## src/rtl/shared_port_pkg.sv

```systemverilog
package shared_port_pkg;

  localparam int unsigned NUM_LATE = 3;

  function automatic logic [31:0] advance_pc(input logic [31:0] cur, input int unsigned step);
    return cur + 32'(step);
  endfunction

  function automatic logic [31:0] bump_count(input logic [31:0] cur, input logic hit);
    return hit ? cur + 32'd1 : cur;
  endfunction

endpackage

```

## src/rtl/shared_port_arb.sv

```systemverilog
module shared_port_arb #(
  parameter int unsigned AW = 32,
  parameter int unsigned DW = 32
) (
  input  logic          fetch_req,
  input  logic          ls_valid,
  input  logic          ls_write,
  input  logic [AW-1:0] ls_addr,
  input  logic [DW-1:0] ls_wdata,
  input  logic [AW-1:0] pc,
  output logic          grant_fetch,
  output logic          grant_data,
  output logic          collide,
  output logic [AW-1:0] port_addr,
  output logic          port_re,
  output logic          port_we,
  output logic [DW-1:0] port_wdata
);
  always_comb begin
    grant_data  = ls_valid;
    grant_fetch = fetch_req & ~ls_valid;
    collide     = fetch_req & ls_valid;
    port_addr   = grant_data ? ls_addr : pc;
    port_we     = grant_data & ls_write;
    port_re     = grant_fetch | (grant_data & ~ls_write);
    port_wdata  = ls_wdata;
  end
endmodule

```

## src/rtl/shared_port_fetch.sv

```systemverilog
module shared_port_fetch #(
  parameter int unsigned AW = 32,
  parameter int unsigned DW = 32,
  parameter logic [AW-1:0] RESET_PC = '0,
  parameter logic [DW-1:0] NOP_CODE = '0
) (
  input  logic          clk,
  input  logic          rst_n,
  input  logic          take,
  input  logic [DW-1:0] word,
  output logic [AW-1:0] pc,
  output logic [DW-1:0] hold_instr,
  output logic [AW-1:0] hold_pc,
  output logic          hold_valid,
  output logic [DW-1:0] dec_instr
);
  import shared_port_pkg::*;
  localparam int unsigned STEP = DW / 8;

  always_ff @(posedge clk) begin
    if (!rst_n) begin
      pc         <= RESET_PC;
      hold_instr <= NOP_CODE;
      hold_pc    <= RESET_PC;
      hold_valid <= 1'b0;
    end else begin
      hold_valid <= take;
      if (take) begin
        hold_instr <= word;
        hold_pc    <= pc;
        pc         <= advance_pc(pc, STEP);
      end
    end
  end

  assign dec_instr = hold_valid ? hold_instr : NOP_CODE;
endmodule

```

## src/rtl/shared_port_track.sv

```systemverilog
module shared_port_track #(
  parameter int unsigned LATE = 3
) (
  input  logic            clk,
  input  logic            rst_n,
  input  logic            head,
  output logic [LATE-1:0] tail
);
  logic [LATE:0] chain;
  assign chain[0] = head;

  for (genvar k = 0; k < LATE; k++) begin : g_stage
    always_ff @(posedge clk) begin
      if (!rst_n) chain[k+1] <= 1'b0;
      else        chain[k+1] <= chain[k];
    end
    assign tail[k] = chain[k+1];
  end
endmodule

```

## src/rtl/shared_port_cnt.sv

```systemverilog
module shared_port_cnt #(
  parameter int unsigned CW = 32
) (
  input  logic          clk,
  input  logic          rst_n,
  input  logic          hit,
  output logic [CW-1:0] count
);
  always_ff @(posedge clk) begin
    if (!rst_n)   count <= '0;
    else if (hit) count <= count + CW'(1);
  end
endmodule

```

## src/rtl/shared_port_ctrl.sv

```systemverilog
module shared_port_ctrl #(
  parameter int unsigned AW = 32,
  parameter int unsigned DW = 32,
  parameter int unsigned CW = 32
) (
  input  logic          clk,
  input  logic          rst_n,
  input  logic          fetch_req,
  input  logic          ls_valid,
  input  logic          ls_write,
  input  logic [AW-1:0] ls_addr,
  input  logic [DW-1:0] ls_wdata,
  output logic [AW-1:0] port_addr,
  output logic          port_re,
  output logic          port_we,
  output logic [DW-1:0] port_wdata,
  input  logic [DW-1:0] port_rdata,
  output logic [DW-1:0] data_rdata,
  output logic          grant_fetch,
  output logic          grant_data,
  output logic          fetch_stall,
  output logic [AW-1:0] pc,
  output logic [DW-1:0] dec_instr,
  output logic [AW-1:0] dec_pc,
  output logic          dec_bubble,
  output logic [3:0]    stage_vld,
  output logic [CW-1:0] stall_count
);
  import shared_port_pkg::*;

  logic          collide;
  logic          id_valid;
  logic [DW-1:0] held_word;
  logic [NUM_LATE-1:0] late_vld;

  shared_port_arb #(.AW(AW), .DW(DW)) u_arb (
    .fetch_req  (fetch_req),
    .ls_valid   (ls_valid),
    .ls_write   (ls_write),
    .ls_addr    (ls_addr),
    .ls_wdata   (ls_wdata),
    .pc         (pc),
    .grant_fetch(grant_fetch),
    .grant_data (grant_data),
    .collide    (collide),
    .port_addr  (port_addr),
    .port_re    (port_re),
    .port_we    (port_we),
    .port_wdata (port_wdata)
  );

  shared_port_fetch #(.AW(AW), .DW(DW)) u_fetch (
    .clk       (clk),
    .rst_n     (rst_n),
    .take      (grant_fetch),
    .word      (port_rdata),
    .pc        (pc),
    .hold_instr(held_word),
    .hold_pc   (dec_pc),
    .hold_valid(id_valid),
    .dec_instr (dec_instr)
  );

  shared_port_track #(.LATE(NUM_LATE)) u_track (
    .clk  (clk),
    .rst_n(rst_n),
    .head (id_valid),
    .tail (late_vld)
  );

  shared_port_cnt #(.CW(CW)) u_cnt (
    .clk  (clk),
    .rst_n(rst_n),
    .hit  (collide),
    .count(stall_count)
  );

  assign fetch_stall = collide;
  assign dec_bubble  = ~id_valid;
  assign stage_vld   = {late_vld, id_valid};
  assign data_rdata  = port_rdata;
endmodule

```

## config.mk

```make
export PLATFORM = sky130hd
export DESIGN_NAME = shared_port_ctrl
export DESIGN_NICKNAME = d
export VERILOG_FILES = /design/src/rtl/shared_port_pkg.sv /design/src/rtl/shared_port_arb.sv /design/src/rtl/shared_port_fetch.sv /design/src/rtl/shared_port_track.sv /design/src/rtl/shared_port_cnt.sv /design/src/rtl/shared_port_ctrl.sv
export SDC_FILE = /design/constraint.sdc
export NUM_CORES = 1
export LEC_CHECK = 0
export BUFFER_PORTS_ARGS = -buffer_cell sky130_fd_sc_hd__buf_2
export CAP_MARGIN = 20
export CORE_AREA = 4 4 128 130
export DETAILED_ROUTE_END_ITERATION = 12
export DIE_AREA = 0 0 132 134
export PLACE_DENSITY = 0.76
export SYNTH_ARGS = -nofsm -noshare
export SYNTH_HDL_FRONTEND = slang
export SYNTH_HIERARCHICAL = 1
export SYNTH_SLANG_ARGS = --single-unit
```

## constraint.sdc

```tcl
create_clock -name clk -period 2.83 [get_ports clk]
set_clock_uncertainty 0.05 [all_clocks]
set_input_delay 0.4245 -clock clk [delete_from_list [all_inputs] [get_ports clk]]
set_output_delay 0.4245 -clock clk [all_outputs]
set_load 0.05 [all_outputs]
```

Word-level counts from Yosys, hierarchy flattened
Index checks and enable logic that the tools add are counted.
Cells by class
  add/subtract/negate cells: 2
  multiply operators: 0
  div/mod/pow operators: 0
  order comparisons: 0
  eq/ne operators: 0
  shifts and indexed selects: 0
  multiplexer cells: 2
  bitwise operators: 8
  reduce and logical (&&, ||, !) cells: 0
Operators with widths (number)
  32-bit two-way mux: 2
  32-bit by 1-bit adder with 32-bit output (second input constant): 1
  32-bit by 3-bit adder with 32-bit output (second input constant): 1
  1-bit bitwise AND: 4
  1-bit inverter: 3
  1-bit OR: 1
Word-level totals
  register bits after elaboration: 132
  bits in latches: 0
  bits in writable memories: 0
  bits in read-only memories: 0
  memories: 0

Logic depth before layout (Yosys ltp)
Gate-level depths: netlist (run 1).
  depth in word-level cells: 3
  gate-level depth with buffers: 10
  mapped depth without buffers: 5

Cells and area by module
The synthesis (run 1) kept the hierarchy.
By module, submodules not included
  shared_port_fetch: instances 1, cells an instance 411, area an instance 3831.2 sq um, sequential area each 1861.8 sq um
  shared_port_cnt: instances 1, cells an instance 176, area an instance 1562.7 sq um, sequential area each 640.6 sq um
  shared_port_arb: instances 1, cells an instance 74, area an instance 797.0 sq um, sequential area each 0.0 sq um
  shared_port_ctrl: instances 1, cells an instance 34, area an instance 251.5 sq um, sequential area each 0.0 sq um
  shared_port_track: instances 1, cells an instance 6, area an instance 78.8 sq um, sequential area each 60.1 sq um

Least setup slack after synthesis (run 1)
OpenSTA, ideal clock, no wires.
  kind: in2reg
  start: input port ls_valid
  end: register u_fetch.pc[29]
  arrival: 3.044 ns
  required time: 2.710 ns
  slack: -0.334 ns
  stages: 9
  cell sequence: buf_6 > buf_6 > nor2b_1 > buf_2 > nand4_1 > or4_4 > buf_2 > or3_1 > a21oi_1
Between the ends
  word-level cells in the longest chain between the ends: 2
RTL lines
  start: declaration: line shared_port_ctrl.sv:9  | input logic ls_valid,
  1-bit inverter: line shared_port_arb.sv:21  | grant_fetch = fetch_req & ~ls_valid;
  1-bit bitwise AND: line shared_port_arb.sv:21
  named net grant_fetch: line shared_port_ctrl.sv:19  | output logic grant_fetch,
  end signal: assignment: line shared_port_fetch.sv:31  | pc <= advance_pc(pc, STEP);
  end: declaration: line shared_port_fetch.sv:11  | output logic [AW-1:0] pc,
The timed path passes the listed nets, and every way through them passes these cells.
A chain may end at the register's enable or synchronous reset.

Worst setup path after layout (run 1)
  start: register u_fetch.pc[2]
  end: register u_fetch.pc[20]
Between the ends
  word-level cells in the longest chain between the ends: 1
RTL lines
  32-bit by 3-bit adder with 32-bit output: line shared_port_pkg.sv:6  | return cur + 32'(step);
No other way between the ends.

==> flow_metrics.env, run 1 <==
export IMPL_fp_row_count=45
export IMPL_cts_hold_buf=0
export IMPL_clk_pin_slew_ps=50
export IMPL_cp_arrival_ps=2710
export IMPL_drive_above_1_share_pct=38.42
export IMPL_ctsResizeCount=0
export IMPL_ys_seq_area_share_pct=39.29
export IMPL_wl_per_cell_um=15.30
export IMPL_layout_cells_non_filler=1086
export IMPL_cts_buffer_depth=2
export IMPL_status="finished, final reports clean"
export IMPL_synthCells=701
export IMPL_grt_max_degree=71
export IMPL_root_buffer="clkbuf_16"
export IMPL_routed_wl_um=16620
export IMPL_irDropWorstVdd_v=0.0003478
export IMPL_ant_nets=0
export IMPL_insertion_delay_ps=410
export IMPL_r2r_end="u_fetch/pc[20]"
export IMPL_grt_first_pass_wirelength_um=26760
export IMPL_ys_flop_type="dfxtp_1"
export IMPL_finalSetupTns_ps=0
export IMPL_synthDistinctLibCells=45
export IMPL_powerDensity_nw_per_um2=571.3
export IMPL_hold_start="port_rdata[23]"
export IMPL_path_common_cell="or4_1"
export IMPL_hp_class="primary input to register"
export IMPL_dp_slack_ps=411.8
export IMPL_dr_first_iter_drc_count=232
export IMPL_port_buffers=266
export IMPL_num_nets_final=990
export IMPL_die_h_um=134
export IMPL_gp_congestion=0.7901
export IMPL_hold_viol=0
export IMPL_place_inst=1056
export IMPL_overflow=0
export IMPL_rrSetupSlack_ps=410
export IMPL_remaining_drc_errors=0
export IMPL_via_count=5641
export IMPL_syn_cell_area_sq_um=6521
export IMPL_initial_core_util_pct=43.06
export IMPL_dr_pass1_iters=5
export IMPL_cts_tree="built"
export IMPL_synth_warning_count=6
export IMPL_cts_setup_buffers=0
export IMPL_setup_viol=0
export IMPL_crit_fanout=17
export IMPL_ff2ff_path_depth=5
export IMPL_worstPathRequired_ps=3120
export IMPL_die_area_sq_um=17690
export IMPL_max_stage_delay_ps=760
export IMPL_final_cell_mix="266 x buf_2, 128 x dfxtp_1, 87 x nor2_1"
export IMPL_path_cells="ha_1 > nand2_1 > or4_1 > or4_1 > a21oi_1"
export IMPL_crit_path_end_kind="register"
export IMPL_area_delta_synth_final_pct=22.93
export IMPL_avgSynthCellArea_sq_um=9.303
export IMPL_io_pins=335
export IMPL_antenna_found_initial=0
export IMPL_finalWorstSetupSlack_ps=409.2
export IMPL_hold_end="u_fetch/hold_instr[23]"
export IMPL_cp_slowest_cell="or4_1"
export IMPL_vias_per_cell=5.194
export IMPL_post_route_min_period_ps=2421
export IMPL_mostFrequentLayoutCell="buf_2"
export IMPL_cts_buffers=17
export IMPL_critPathKind="register to register"
export IMPL_clock_sink_count=128
export IMPL_die_x_um=132
export IMPL_ys_ff_latch=128
export IMPL_cts_htree_levels=4
export IMPL_slew_limit_headroom_pct=56.90
export IMPL_async_flop_share_pct=0
export IMPL_r2r_start="u_fetch/pc[2]"
export IMPL_finalCritPeriodShare_pct=85.54
export IMPL_grt_total_usage_pct=18.30
export IMPL_rsz0062_at_grt="false"
export IMPL_first_global_vias=5249
export IMPL_drv_slew=0
export IMPL_core_area_sq_um=15150
export IMPL_place_detailed_hpwl_um=11910
export IMPL_synth_edff_count=0
export IMPL_n_antenna_cell=0
export IMPL_worst_hold_path_num_cells=3
export IMPL_worstSetupStartpointType="register"
export IMPL_worstMarginPinSlew_ps=645.8
export IMPL_max_freq_mhz=413.1
export IMPL_leakage_nw=3.715
export IMPL_drv_cap=0
sequential cells by signal, indices dropped and copies added (netlist names):
signal,flops
u_fetch/hold_pc,30
u_track/tail,3
u_fetch/hold_valid,1
u_cnt/count,32
u_fetch/pc,30
u_fetch/hold_instr,32
worst max-delay path, delay by kind of cell, from the launching register on:
kind / cells / cell delay [ps]
DFF: 1 / 490
and+or+nand+nor: 3 / 1400
adders and majority gates: 1 / 250
AOI/OAI and AO/OA: 1 / 150
final cells by class:
cell class | count | area, sq um
fill | 1383 | 7129
multi-input combinational | 454 | 3176
sequential | 128 | 2562
timing repair buffer | 275 | 1424
clock buffer | 23 | 467.9
tap | 188 | 235.2
clock inverter | 7 | 110.1
inverter | 11 | 41.29
synthesized netlist by cell type, types with 2 or more instances:
cell      instances  area share [%]
buf_6             4            0.69
o311ai_1          2            0.27
and2_1           37             3.5
nand4_1          18             1.7
mux2_4           26             6.0
xor2_1           13             1.7
buf_2             6            0.46
nor2_1           87             5.0
and3_1            4            0.38
o311ai_0          5            0.67
mux2i_1          66              10
mux2_2            6             1.0
o31ai_1          11             1.3
a21oi_1          28             2.1
o41ai_1           7            0.94
or4_4             2            0.35
nand2b_1         11             1.1
or4_1            14             1.6
nand3_1          16             1.2
clkbuf_1         25             1.4
nor3_1            4            0.31
nor4_1            5            0.48
dfxtp_1         128              39
or3_1            14             1.3
or3_2             2            0.23
buf_4            70             8.1
buf_1             3            0.17
nand2_1          31             1.8
xnor2_1           9             1.2
buf_12            2            0.61
ha_1              2            0.38
and4_1            5            0.67
inv_1            11            0.63
o21ai_0          15             1.2
nor3b_1           2            0.23
metrics by stage:
stage          hold slack, ps  power, mW  cell area [sq um]  util [%]
5_1_grt                 210.2      4.752               8016     52.93
3_5_place_dp            396.2      2.454               7438     49.11
6_report                211.5      4.580               8016     52.93
4_1_cts                 193.8      4.632               8016     52.93
2_1_floorplan           401.5      2.470               6540         -
3_3_place_gp            391.1      2.448               7438     49.11
where the power goes:
group	switching [mW]	total, mW	leakage, nW	internal [mW]
sequential	0.0170	1.85	1.04	1.83
clock	0.752	2.17	0.287	1.42
combinational	0.394	0.564	2.39	0.169
total	1.16	4.58	3.71	3.42
logic make-up after synthesis:
kind of cell	after synthesis	share of synthesized area, %
and+or+nand+nor	258	20.91
DFF	128	39.29
buffers and inverters	122	12.30
muxes	98	17.15
AOI/OAI and AO/OA	70	6.946
xor gates and xnor gates	22	2.955
adders and majority gates	2	0.3837
other	1	0.05750
routing by layer:
layer,GRT usage [%],part of all wire (%)
met1,22.55,42
met2,30.05,48
met3,6.977,8.3
met4,5.076,1.1
met5,0,0
worst max-delay path by stage:
stage                        startpoint               to  slack [ps]  cells after the start
after floorplan                ls_valid  u_cnt/count[26]         130                     10
after global placement         ls_valid  u_cnt/count[22]         490                      6
after detailed placement       ls_valid  u_cnt/count[22]         410                      6
after CTS                 u_fetch/pc[2]   u_fetch/pc[20]         450                      5
after global routing      u_fetch/pc[2]   u_fetch/pc[22]         260                      5
final                     u_fetch/pc[2]   u_fetch/pc[20]         410                      5
No activity file was read; power rests on OpenSTA's default activity.
==> run 2: changes to the inputs <==
CORE_AREA = unset   (was 4 4 128 130)
CORE_MARGIN = 4   (was unset)
CORE_UTILIZATION = 43   (was unset)
CTS_BUF_LIST = sky130_fd_sc_hd__clkbuf_2 sky130_fd_sc_hd__clkbuf_4 sky130_fd_sc_hd__clkbuf_8   (was unset)
DIE_AREA = unset   (was 0 0 132 134)
PLACE_DENSITY = 0.79   (was 0.76)
clock period = 2.1 ns   (was 2.83 ns; I/O delays follow)
==> flow_metrics.env, run 2 (synthesized netlist as in run 1, its figures left out) <==
export IMPL_status="finished, final reports clean"
export IMPL_fp_row_count=44
export IMPL_drive_above_1_share_pct=42.70
export IMPL_ff2ff_path_depth=6
export IMPL_initial_core_util_pct=44.36
export IMPL_drv_cap=0
export IMPL_crit_fanout=13
export IMPL_seq_area_sq_um=2595
export IMPL_insertion_delay_ps=440
export IMPL_worstSetupStartpointType="register"
export IMPL_post_route_min_period_ps=2062
export IMPL_cts_tree="built"
export IMPL_cp_arrival_ps=2380
export IMPL_die_area_sq_um=17200
export IMPL_cp_startpoint="u_fetch/pc[2]"
export IMPL_critPathKind="register to register"
export IMPL_fillers=1328
export IMPL_port_buffers=266
export IMPL_slew_limit_headroom_pct=55.48
export IMPL_cts_buffers=17
export IMPL_multi_input_area_sq_um=3194
export IMPL_die_h_um=131.2
export IMPL_dr_first_iter_drc_count=342
export IMPL_overflow=0
export IMPL_clock_sink_count=128
export IMPL_clk_pin_slew_ps=70
export IMPL_r2r_end="u_fetch/pc[24]"
export IMPL_hold_start="port_rdata[18]"
export IMPL_grt_total_usage_pct=18.99
export IMPL_finalCritPeriodShare_pct=98.17
export IMPL_via_count=5727
export IMPL_worstMarginPinSlew_ps=667.1
export IMPL_setup_viol=0
export IMPL_remaining_drc_errors=0
export IMPL_crit_path_end_kind="register"
export IMPL_reg_largest_list="u_cnt/count: 32 flops, u_fetch/hold_instr: 32 flops"
export IMPL_drv_slew=0
export IMPL_r2r_start="u_fetch/pc[2]"
export IMPL_area_delta_synth_final_pct=23.12
export IMPL_io_pins=335
export IMPL_routed_wl_um=16850
export IMPL_mostFrequentLayoutCell="buf_2"
export IMPL_num_nets_final=1008
export IMPL_fin_util_pct=54.62
export IMPL_grt_max_degree=53
export IMPL_place_detailed_hpwl_um=12200
export IMPL_critical_path_endpoint="u_fetch/pc[24]"
export IMPL_final_cell_mix="266 x buf_2, 106 x dfxtp_1, 87 x nor2_1"
export IMPL_core_area_sq_um=14700
export IMPL_max_freq_mhz=485.1
export IMPL_gp_congestion=0.8033
export IMPL_ant_nets=0
export IMPL_antenna_found_initial=1
export IMPL_cts_buffer_depth=2
export IMPL_root_buffer="clkbuf_8"
export IMPL_hold_viol=0
export IMPL_leakage_nw=3.729
export IMPL_die_x_um=131.2
export IMPL_n_antenna_cell=0
export IMPL_vias_per_cell=5.197
export IMPL_grt_first_pass_wirelength_um=27480
export IMPL_dr_pass1_iters=4
export IMPL_hp_class="primary input to register"
export IMPL_worstPathRequired_ps=2420
export IMPL_cts_htree_levels=4
export IMPL_dp_slack_ps=62.63
export IMPL_finalWorstSetupSlack_ps=38.37
export IMPL_hold_slack_ps=67.71
export IMPL_first_global_vias=5412
export IMPL_irDropWorstVdd_v=0.0004094
export IMPL_rrSetupSlack_ps=40
export IMPL_powerDensity_nw_per_um2=670.6
export IMPL_wl_per_cell_um=15.29
run 2: stage by stage:
| stage | power, mW | setup TNS [ps] | cell area, sq um | instances |
|---|---|---|---|---|
| final | 5.384 | 0 | 8029 | 1102 |
| after global placement | 3.308 | 0 | 7600 | 1067 |
| after global routing | 5.591 | -0.05063 | 8029 | 1102 |
| after floorplan | 3.335 | -1384 | 6629 | 704 |
| after detailed placement | 3.318 | 0 | 7600 | 1067 |
| after CTS | 5.455 | 0 | 7993 | 1099 |
run 2: worst min-delay path by stage:
stage | end | depth (start not counted)
floorplan | u_track/tail[1] | 1
global placement | u_track/tail[2] | 1
detailed placement | u_track/tail[2] | 1
CTS | u_fetch/hold_instr[28] | 3
global route | u_fetch/hold_instr[3] | 3
finish | u_fetch/hold_instr[18] | 3
run 2: where the power goes:
part | internal, mW | total, mW | switching [mW]
logic | 0.237 | 0.778 | 0.540
registers | 2.46 | 2.48 | 0.0193
clock network | 1.18 | 2.12 | 0.945
run 2: timing repair:
action,4_1_cts,5_1_grt
hold buffers,0,0
setup buffers,0,3
endpoints found under the setup margin,0,5
gates resized for setup,0,4
run 2: worst max-delay path: stages, from the launching register on:
cell and delay [ps]:
dfxtp_4 350, ha_2 200, nand2_1 80, or4_1 520
buf_6 170, or4_4 480, a21oi_2 140
run 2: area by class of cell:
| class | count | area share (%) |
|---|---|---|
| multi-input cells | 454 | 39.78 |
| well taps | 184 | 2.867 |
| inverters | 11 | 0.5143 |
| clock buffers | 19 | 3.101 |
| repair buffers | 293 | 19.62 |
| flip-flops and latches | 128 | 32.32 |
| clock inverters | 13 | 1.792 |
run 2: per-layer routing:
metal	wire, um	global-route usage, %
met1	7088	23.12
met4	198	6.826
met5	11	0
met2	8275	31.54
met3	1272	6.269
